<file path="src/rtl/hic_pkg.sv">
package hic_pkg;

  localparam int DATA_W = 32;

  typedef enum logic [1:0] {
    SEL_MAIN = 2'd0,
    SEL_MASK = 2'd1,
    SEL_DMA  = 2'd2,
    SEL_COAL = 2'd3
  } reg_sel_e;

  // main status bits driven directly by events
  localparam logic [DATA_W-1:0] DIRECT_BITS = 32'h1600_00CB;
  // main status bits computed from the DMA word
  localparam logic [DATA_W-1:0] SUMMARY_BITS = 32'hA800_0000;
  localparam logic [DATA_W-1:0] MAIN_BITS = DIRECT_BITS | SUMMARY_BITS;
  // implemented DMA status bits
  localparam logic [DATA_W-1:0] DMA_BITS = 32'hC003_0003;

  localparam int SUM_RX_POS  = 31;
  localparam int SUM_ERR_POS = 29;
  localparam int SUM_TX_POS  = 27;
  localparam int DMA_ERR_POS = 31;
  localparam int DMA_HPR_POS = 30;
  localparam int DMA_RX1_POS = 17;
  localparam int DMA_RX0_POS = 16;
  localparam int DMA_TX1_POS = 1;
  localparam int DMA_TX0_POS = 0;

endpackage

</file>
<file path="src/rtl/hic_w1c_bank.sv">
module hic_w1c_bank #(
  parameter int WIDTH = 32,
  parameter logic [WIDTH-1:0] IMPL = '1
) (
  input  logic             clk,
  input  logic             rst,
  input  logic [WIDTH-1:0] set_i,
  input  logic [WIDTH-1:0] clr_i,
  output logic [WIDTH-1:0] q_o
);

  for (genvar i = 0; i < WIDTH; i++) begin : g_bit
    if (IMPL[i]) begin : g_ff
      logic bit_q;
      always_ff @(posedge clk) begin
        if (rst) bit_q <= 1'b0;
        else     bit_q <= (bit_q & ~clr_i[i]) | set_i[i];
      end
      assign q_o[i] = bit_q;
    end else begin : g_tie
      assign q_o[i] = 1'b0;
    end
  end

  logic unused_inputs;
  assign unused_inputs = ^{set_i & ~IMPL, clr_i & ~IMPL};


  evt_wins_chk: assert property (@(posedge clk) disable iff (rst)
    (|(set_i & IMPL)) |=> ((q_o & $past(set_i & IMPL)) == $past(set_i & IMPL)));


  no_clr_hold_chk: assert property (@(posedge clk) disable iff (rst)
    (clr_i == '0) |=> ((q_o & $past(q_o)) == $past(q_o)));

endmodule

</file>
<file path="src/rtl/hic_coalesce_timer.sv">
module hic_coalesce_timer #(
  parameter int COAL_W      = 8,
  parameter int TICK_CYCLES = 1600
) (
  input  logic              clk,
  input  logic              rst,
  input  logic              pend_i,
  input  logic              bypass_i,
  input  logic [COAL_W-1:0] coal_i,
  output logic              irq_o
);

  localparam int PW = (TICK_CYCLES > 1) ? $clog2(TICK_CYCLES) : 1;
  localparam logic [PW-1:0] PRESC_LAST = PW'(TICK_CYCLES - 1);

  logic              irq_q;
  logic              run_q;
  logic [PW-1:0]     presc_q;
  logic [COAL_W-1:0] left_q;
  logic              tick_end;
  logic              expired;
  logic              irq_d;

  assign tick_end = (presc_q == PRESC_LAST);
  assign expired  = run_q && (left_q == COAL_W'(1)) && tick_end;

  always_comb begin
    if (irq_q) irq_d = pend_i;
    else       irq_d = pend_i && ((coal_i == '0) || bypass_i || expired);
  end

  always_ff @(posedge clk) begin
    if (rst) begin
      irq_q   <= 1'b0;
      run_q   <= 1'b0;
      presc_q <= '0;
      left_q  <= '0;
    end else begin
      irq_q <= irq_d;
      if (irq_q || !pend_i || irq_d) begin
        run_q <= 1'b0;
      end else if (run_q) begin
        if (tick_end) begin
          presc_q <= '0;
          left_q  <= left_q - COAL_W'(1);
        end else begin
          presc_q <= presc_q + PW'(1);
        end
      end else begin
        run_q   <= 1'b1;
        presc_q <= '0;
        left_q  <= coal_i;
      end
    end
  end

  assign irq_o = irq_q;


  irq_hold_chk: assert property (@(posedge clk) disable iff (rst)
    (irq_q && pend_i) |=> irq_q);


  irq_drop_chk: assert property (@(posedge clk) disable iff (rst)
    !pend_i |=> !irq_q);


  bypass_fast_chk: assert property (@(posedge clk) disable iff (rst)
    (bypass_i && pend_i) |=> irq_q);


  zero_coal_chk: assert property (@(posedge clk) disable iff (rst)
    (pend_i && coal_i == '0) |=> irq_q);

endmodule

</file>
<file path="src/rtl/host_irq_ctrl.sv">
module host_irq_ctrl
  import hic_pkg::*;
#(
  parameter int COAL_W      = 8,
  parameter int TICK_CYCLES = 1600
) (
  input  logic        clk,
  input  logic        rst,
  input  logic        reg_we,
  input  logic [1:0]  reg_addr,
  input  logic [31:0] reg_wdata,
  output logic [31:0] reg_rdata,
  input  logic [31:0] host_evt,
  input  logic [31:0] dma_evt,
  output logic        irq
);

  logic [DATA_W-1:0] clr_main, clr_dma;
  logic [DATA_W-1:0] direct_q, dma_q;
  logic [DATA_W-1:0] summary, status;
  logic [DATA_W-1:0] mask_q;
  logic [COAL_W-1:0] coal_q;
  logic [DATA_W-1:0] rdata_q;
  logic              pend, bypass;
  reg_sel_e          sel;

  assign sel      = reg_sel_e'(reg_addr);
  assign clr_main = (reg_we && sel == SEL_MAIN) ? (reg_wdata & DIRECT_BITS) : '0;
  assign clr_dma  = (reg_we && sel == SEL_DMA)  ? (reg_wdata & DMA_BITS)    : '0;

  hic_w1c_bank #(.WIDTH(DATA_W), .IMPL(DIRECT_BITS)) u_main_bank (
    .clk  (clk),
    .rst  (rst),
    .set_i(host_evt & DIRECT_BITS),
    .clr_i(clr_main),
    .q_o  (direct_q)
  );

  hic_w1c_bank #(.WIDTH(DATA_W), .IMPL(DMA_BITS)) u_dma_bank (
    .clk  (clk),
    .rst  (rst),
    .set_i(dma_evt & DMA_BITS),
    .clr_i(clr_dma),
    .q_o  (dma_q)
  );

  always_comb begin
    summary = '0;
    summary[SUM_RX_POS]  = dma_q[DMA_HPR_POS] | dma_q[DMA_RX1_POS] | dma_q[DMA_RX0_POS];
    summary[SUM_ERR_POS] = dma_q[DMA_ERR_POS];
    summary[SUM_TX_POS]  = dma_q[DMA_TX1_POS] | dma_q[DMA_TX0_POS];
  end

  assign status = direct_q | summary;
  assign pend   = |(status & mask_q);
  assign bypass = dma_q[DMA_HPR_POS] & mask_q[SUM_RX_POS];

  always_ff @(posedge clk) begin
    if (rst) begin
      mask_q <= '0;
      coal_q <= '0;
    end else if (reg_we) begin
      if (sel == SEL_MASK) mask_q <= reg_wdata & MAIN_BITS;
      if (sel == SEL_COAL) coal_q <= reg_wdata[COAL_W-1:0];
    end
  end

  always_ff @(posedge clk) begin
    if (rst) begin
      rdata_q <= '0;
    end else begin
      unique case (sel)
        SEL_MAIN: rdata_q <= status;
        SEL_MASK: rdata_q <= mask_q;
        SEL_DMA:  rdata_q <= dma_q;
        SEL_COAL: rdata_q <= DATA_W'(coal_q);
        default:  rdata_q <= '0;
      endcase
    end
  end

  assign reg_rdata = rdata_q;

  hic_coalesce_timer #(.COAL_W(COAL_W), .TICK_CYCLES(TICK_CYCLES)) u_timer (
    .clk     (clk),
    .rst     (rst),
    .pend_i  (pend),
    .bypass_i(bypass),
    .coal_i  (coal_q),
    .irq_o   (irq)
  );


  masked_only_chk: assert property (@(posedge clk) disable iff (rst)
    (mask_q == '0 && !reg_we) |=> !irq);


  summary_keep_chk: assert property (@(posedge clk) disable iff (rst)
    (reg_we && sel == SEL_MAIN && dma_q[DMA_ERR_POS]) |=> status[SUM_ERR_POS]);

endmodule

</file>
<file path="config.mk">
export PLATFORM = sky130hd
export DESIGN_NAME = host_irq_ctrl
export DESIGN_NICKNAME = d
export VERILOG_FILES = /design/src/rtl/hic_pkg.sv /design/src/rtl/hic_w1c_bank.sv /design/src/rtl/hic_coalesce_timer.sv /design/src/rtl/host_irq_ctrl.sv
export SDC_FILE = /design/constraint.sdc
export NUM_CORES = 1
export LEC_CHECK = 0
export BUFFER_PORTS_ARGS = -buffer_cell sky130_fd_sc_hd__buf_2
export CORE_ASPECT_RATIO = 0.8
export CORE_UTILIZATION = 43
export DETAILED_ROUTE_END_ITERATION = 6
export PLACE_DENSITY = 0.78
export RECOVER_POWER = 50
export REMOVE_ABC_BUFFERS = 1
export SLEW_MARGIN = 5
export SYNTH_ARGS = -nofsm -noshare
export SYNTH_HDL_FRONTEND = slang
export SYNTH_SLANG_ARGS = --single-unit
</file>
<file path="constraint.sdc">
create_clock -name clk -period 1.8 [get_ports clk]
set_input_delay 0.36 -clock clk [delete_from_list [all_inputs] [get_ports clk]]
set_output_delay 0.36 -clock clk [all_outputs]
set_load 0.005 [all_outputs]
</file>
==> results of run 1 <==
[path summary, 6_finish.rpt]
check | endpoint | slack [ns]
setup / recovery | u_timer.presc_q[6] | -0.002
setup reg to reg | u_timer.presc_q[6] | -0.002
hold / removal | u_dma_bank.g_bit[1].g_ff.bit_q | 0.22
hold reg to reg | mask_q[7] | 0.47
[per-layer routing]
layer / up-vias / wire (um) / global-route usage (%)
met5: - / 0 / 0
met4: 0 / 135 / 7.46
met1: 1490 / 3900 / 27.5
li1: 1533 / - / -
met2: 142 / 3970 / 35.4
met3: 17 / 678 / 5.25
[synth_stat cells (7+ instances only)]
library cell	n	area [um2]
nand2_1	34	128
nand3_1	20	100
or4_1	7	52.6
nor3_1	12	60.1
o21ai_0	10	50.1
clkbuf_1	15	56.3
o31ai_1	12	90.1
a21oi_1	43	215
mux2i_1	15	150
buf_4	15	113
inv_1	7	26.3
dfxtp_1	71	1420
nor2b_1	8	50.1
nor2_1	38	143
[critical path: stages (launching register included)]
cell and delay, ns:
dfxtp_2 0.35, nor4_2 0.06, a221o_1 0.37, buf_4 0.17
a31o_4 0.24, buf_4 0.16, o31ai_1 0.25, a21oi_1 0.09
[flip-flops by register name, indices dropped and copies added, names as in the netlist]
register	count
coal_q	8
mask_q	11
reg_rdata	17
u_dma_bank.g_bit.g_ff.bit_q	6
u_main_bank.g_bit.g_ff.bit_q	8
u_timer.irq_o	1
u_timer.left_q	8
u_timer.presc_q	11
u_timer.run_q	1
[metrics by stage]
| step | TNS [ns] | cell area [um2] | hold slack (ns) | std cells |
|---|---|---|---|---|
| final | -0.00177 | 4220 | 0.217 | 569 |
| after global routing | -0.184 | 4220 | 0.220 | 569 |
| after CTS | 0 | 4030 | 0.207 | 559 |
| after detailed placement | -1.02 | 3800 | 0.464 | 544 |
| after global placement | -0.362 | 3800 | 0.456 | 544 |
| after floorplan | 0 | 3050 | 0.429 | 354 |
[area by class of cell]
cell class	count	area share, %
timing repair buffer	111	16.3
inverter	7	0.623
tap	87	2.58
sequential	71	33.9
clock inverter	6	2.05
multi-input combinational	278	41.6
clock buffer	9	2.94
[kinds of logic after synthesis]
kind of cell	share of synthesized area, %
buffers and inverters	7.80
flip-flops	44.1
other	0.116
AND/OR/NAND/NOR	22.9
AO/OA/AOI/OAI	16.5
multiplexers	7.45
adder cells (fa/ha/maj)	1.16
[power breakdown]
part / internal, W / switching (W) / total [W]
clock: 0.000770 / 0.000607 / 0.00138
sequential: 0.00163 / 0.0000357 / 0.00166
combinational: 0.000258 / 0.000323 / 0.000581
[what timing repair did]
action | in CTS | in global routing
cloned | 0 | 2
pin swaps | 0 | 9
setup buffers | 0 | 8
resized for setup | 3 | 31
endpoints found under the setup margin | 17 | 19
==> flow_metrics.py, run 1 <==
metrics = {
    "setup_path": {
        "r2r_cells": 7,
        "startpoint": "coal_q[3]",
        "crit_fanout": 8,
        "end_kind": "flop",
        "worst-setup-path-type": "flop to flop",
        "required_ns": 2.03,
        "reg2reg_from": "coal_q[3]",
        "arrival_ns": 2.03,
        "worst_setup_path_start_kind": "flop",
    },
    "layout": {
        "antenna_cells": 0,
        "utilization_pct": 59.8,
        "final_nets": 582,
        "layout-drive-gt1-share_pct": 32.0,
        "syn2layout_area_growth_pct": 30.9,
        "fillCellCount": 574,
        "multi_input_area_mm2": 0.00176,
        "layout_commonest_cell": "dfxtp_1",
        "final_cell_mix": "dfxtp_1, buf_4, buf_2",
        "register_area_mm2": 0.00143,
    },
    "grt": {
        "grt_max_degree": 30,
        "grt_overflow": 0,
        "grt_usage_pct": 21.5,
        "antenna_found_initial": 0,
        "grt_first_pass_wirelength_um": 13200,
        "grt_pass1_vias": 2891,
    },
    "min_path": {
        "worst_hold_path.num_cells": 3,
        "hp-start": "dma_evt[1]",
        "hp-class": "input port to flop",
    },
    "clock_network": {
        "htreeDepth": 3,
        "path_clk_slew_ns": 0.08,
        "cts_tree": "built",
        "clockBufferDepth": 2,
        "insertion_delay_ns": 0.34,
        "root_buffer": "clkbuf_8",
        "numClockSinks": 71,
        "holdBufCountCts": 0,
        "cts_buffers": 9,
    },
    "sta": {
        "tightestPinTransition_ns": 0.903,
        "rsz0062_at_grt": "yes",
        "period_share_pct": 100,
        "fmax_mhz": 555,
        "clock_skew_ns": 0.00738,
        "finalSetupViolCount": 1,
        "finalCriticalPeriod_ns": 1.80,
        "hold_violations": 0,
        "relSlewSlack_pct": 39.8,
        "timing.final.ws_setup_ns": -0.00177,
        "slew_violations": 0,
    },
    "detailed_routing": {
        "drt-total-wl_um": 8680,
        "drc": 0,
        "wl_per_cell_um": 15.3,
        "detail-route-antenna-nets": 0,
        "first_pass_iters": 5,
        "vias": 3182,
        "drt_iter0_drc": 221,
        "route.detailed.vias_per_inst": 5.59,
    },
    "run_status": {
        "status": "complete, but fails checks",
        "violations": "setup timing",
    },
    "pwr": {
        "power.density_mw_per_mm2": 858,
        "leakagePower_nw": 1.77,
        "peakVddDrop_mv": 0.492,
        "finalPower_w": 0.00362,
    },
    "synthesis": {
        "synth_cell_types": 44,
        "ys_seq_elements": 71,
        "synth_area_mm2": 0.00322,
        "yosysSeqAreaShare_pct": 44.1,
        "synth.avg_cell_area_um2": 8.48,
        "synthFlopType": "dfxtp_1",
        "ys_async_sr_fraction_pct": 0,
        "ys_warn_count": 0,
        "postSynthCellCount": 380,
        "synth_edf_count": 0,
    },
    "floorplan": {
        "initial_utilization_pct": 45.6,
        "rows": 27,
        "coreArea_mm2": 0.00706,
        "die_height_um": 79.4,
        "io_pins": 134,
        "die-width_um": 98.8,
        "die_area_mm2": 0.00785,
    },
    "placement": {
        "port_buffers": 53,
        "hpwl_um": 5780,
        "gp_congestion": 0.851,
        "dp_slack_ns": -0.229,
    },
    "run": {
        "maxCapViolations": 0,
    },
}
Note: power is estimated with default switching activity, not from simulation.
==> run 2, diff against run 1 <==
==> constraint.sdc (replaced) <==
create_clock -name clk -period 1.8 [get_ports clk]
set_input_delay 0.09 -clock clk [delete_from_list [all_inputs] [get_ports clk]]
set_output_delay 0.09 -clock clk [all_outputs]
set_load 0.005 [all_outputs]
==> flow_metrics.py, run 2 (same netlist as run 1, synthesis figures left out) <==
metrics = {
    "clock_network": {
        "htreeDepth": 3,
        "path_clk_slew_ns": 0.08,
        "cts_buffers": 9,
        "root_buffer": "clkbuf_8",
        "numClockSinks": 71,
        "insertion_delay_ns": 0.36,
        "cts_tree": "built",
        "clockBufferDepth": 2,
    },
    "sta": {
        "rsz0062_at_grt": "yes",
        "fmax_mhz": 562,
        "period_share_pct": 98.8,
        "clock_skew_ns": 0.0100,
        "finalSetupViolCount": 0,
        "tightestPinTransition_ns": 0.940,
        "relSlewSlack_pct": 37.3,
        "hold_violations": 0,
        "slew_violations": 0,
        "finalCriticalPeriod_ns": 1.78,
    },
    "layout": {
        "fillCellCount": 544,
        "final_nets": 592,
        "final_cell_mix": "dfxtp_1, buf_2, buf_4",
        "layout-drive-gt1-share_pct": 28.0,
        "layout_commonest_cell": "dfxtp_1",
        "antenna_cells": 0,
        "multi_input_area_mm2": 0.00170,
        "syn2layout_area_growth_pct": 35.4,
        "design_area_mm2": 0.00436,
        "utilization_pct": 61.8,
        "register_area_mm2": 0.00143,
        "largest_reg_flops": 17,
    },
    "min_path": {
        "hp-class": "input port to flop",
        "worst_hold_path.num_cells": 3,
    },
    "detailed_routing": {
        "detail-route-antenna-nets": 0,
        "first_pass_iters": 5,
        "wl_per_cell_um": 15.7,
        "drt-total-wl_um": 9120,
        "drc": 0,
        "route.detailed.vias_per_inst": 5.66,
        "drt_iter0_drc": 221,
        "vias": 3284,
    },
    "placement": {
        "hpwl_um": 5850,
        "placed_area_mm2": 0.00379,
        "port_buffers": 53,
        "gp_congestion": 0.860,
    },
    "setup_path": {
        "worst_setup_path_start_kind": "flop",
        "r2r_cells": 5,
        "end_kind": "flop",
        "worst-setup-path-type": "flop to flop",
        "crit_fanout": 8,
        "required_ns": 2.10,
        "arrival_ns": 2.07,
    },
    "pwr": {
        "leakagePower_nw": 1.83,
        "finalPower_w": 0.00395,
        "peakVddDrop_mv": 0.419,
        "power.density_mw_per_mm2": 905,
    },
    "floorplan": {
        "initial_utilization_pct": 45.6,
        "io_pins": 134,
        "rows": 27,
        "die_height_um": 79.4,
        "coreArea_mm2": 0.00706,
        "die-width_um": 98.8,
        "die_area_mm2": 0.00785,
    },
    "run_status": {
        "status": "finished clean",
    },
    "grt": {
        "grt_max_degree": 31,
        "grt_usage_pct": 23.6,
        "grt_first_pass_wirelength_um": 14500,
        "antenna_found_initial": 0,
        "grt_overflow": 0,
        "grt_pass1_vias": 3032,
    },
    "run": {
        "maxCapViolations": 0,
    },
}
[run 2: cell types whose count changed in the layout (fill, tap and decap cells not counted), moves of 2 or more]
cell,change
clkbuf_2,-2
bufinv_16,+2
buf_4,-10
dfxtp_2,-2
or4_1,-3
or4_4,+3
dlygate4sd3_1,+20
o32ai_2,-2
dfxtp_1,+2
o32ai_1,+2
clkinv_2,-2
clkbuf_1,+4
[run 2: worst max-delay path, stage by stage, from the launching register on]
cell     delay [ns]
dfxtp_2        0.34
nor4_2         0.06
a221o_1        0.38
a31o_4         0.27
or4_4          0.52
a21oi_2        0.13
[run 2: routing by layer]
layer / GRT usage [%] / wire length, um
met1: 30.7 / 3910
met4: 10.0 / 213
met5: 0 / 0
met3: 5.60 / 775
met2: 37.5 / 4220
[run 2: timing repair]
item,CTS,global route
pin swaps,0,6
hold buffers,20,0
gates resized for setup,4,23
hold endpoints to repair,20,0
cloned,0,1
buffers inserted,2,0
endpoints found under the setup margin,17,19
[run 2: final timing paths]
kind | startpoint | slack [ns] | end
worst min-delay path | reg_wdata[5] | 0.009 | coal_q[5]
worst min register to register | u_timer.left_q[6] | 0.48 | u_timer.left_q[6]
worst max-delay path | coal_q[4] | 0.02 | u_timer.presc_q[5]
worst max register to register | coal_q[4] | 0.02 | u_timer.presc_q[5]
[run 2: report_power, final]
group / internal, W / leakage (nW) / switching, W
clock: 0.00110 / 0.134 / 0.000612
combinational: 0.000256 / 1.12 / 0.000319
sequential: 0.00163 / 0.582 / 0.0000352
total: 0.00298 / 1.83 / 0.000967
[run 2: area by class of cell]
cell class              count  share of cell area [%]
inverters                   7                   0.602
clock inverters             5                    2.95
repair buffers            122                    19.0
well taps                  87                    2.49
flip-flops and latches     71                    32.8
clock buffers              11                    3.24
multi-input cells         277                    39.0
[run 2: per-stage QoR]
step	hold WS (ns)	setup TNS [ns]	std cells	worst slack, ns
finish	0.00926	0	580	0.0211
global route	0.0245	-0.0954	580	-0.0166
CTS	0.00633	0	579	0.0130
detailed placement	0.305	-0.298	541	-0.0636
global placement	0.298	-0.0710	541	-0.0235
floorplan	0.159	0	354	0.0169
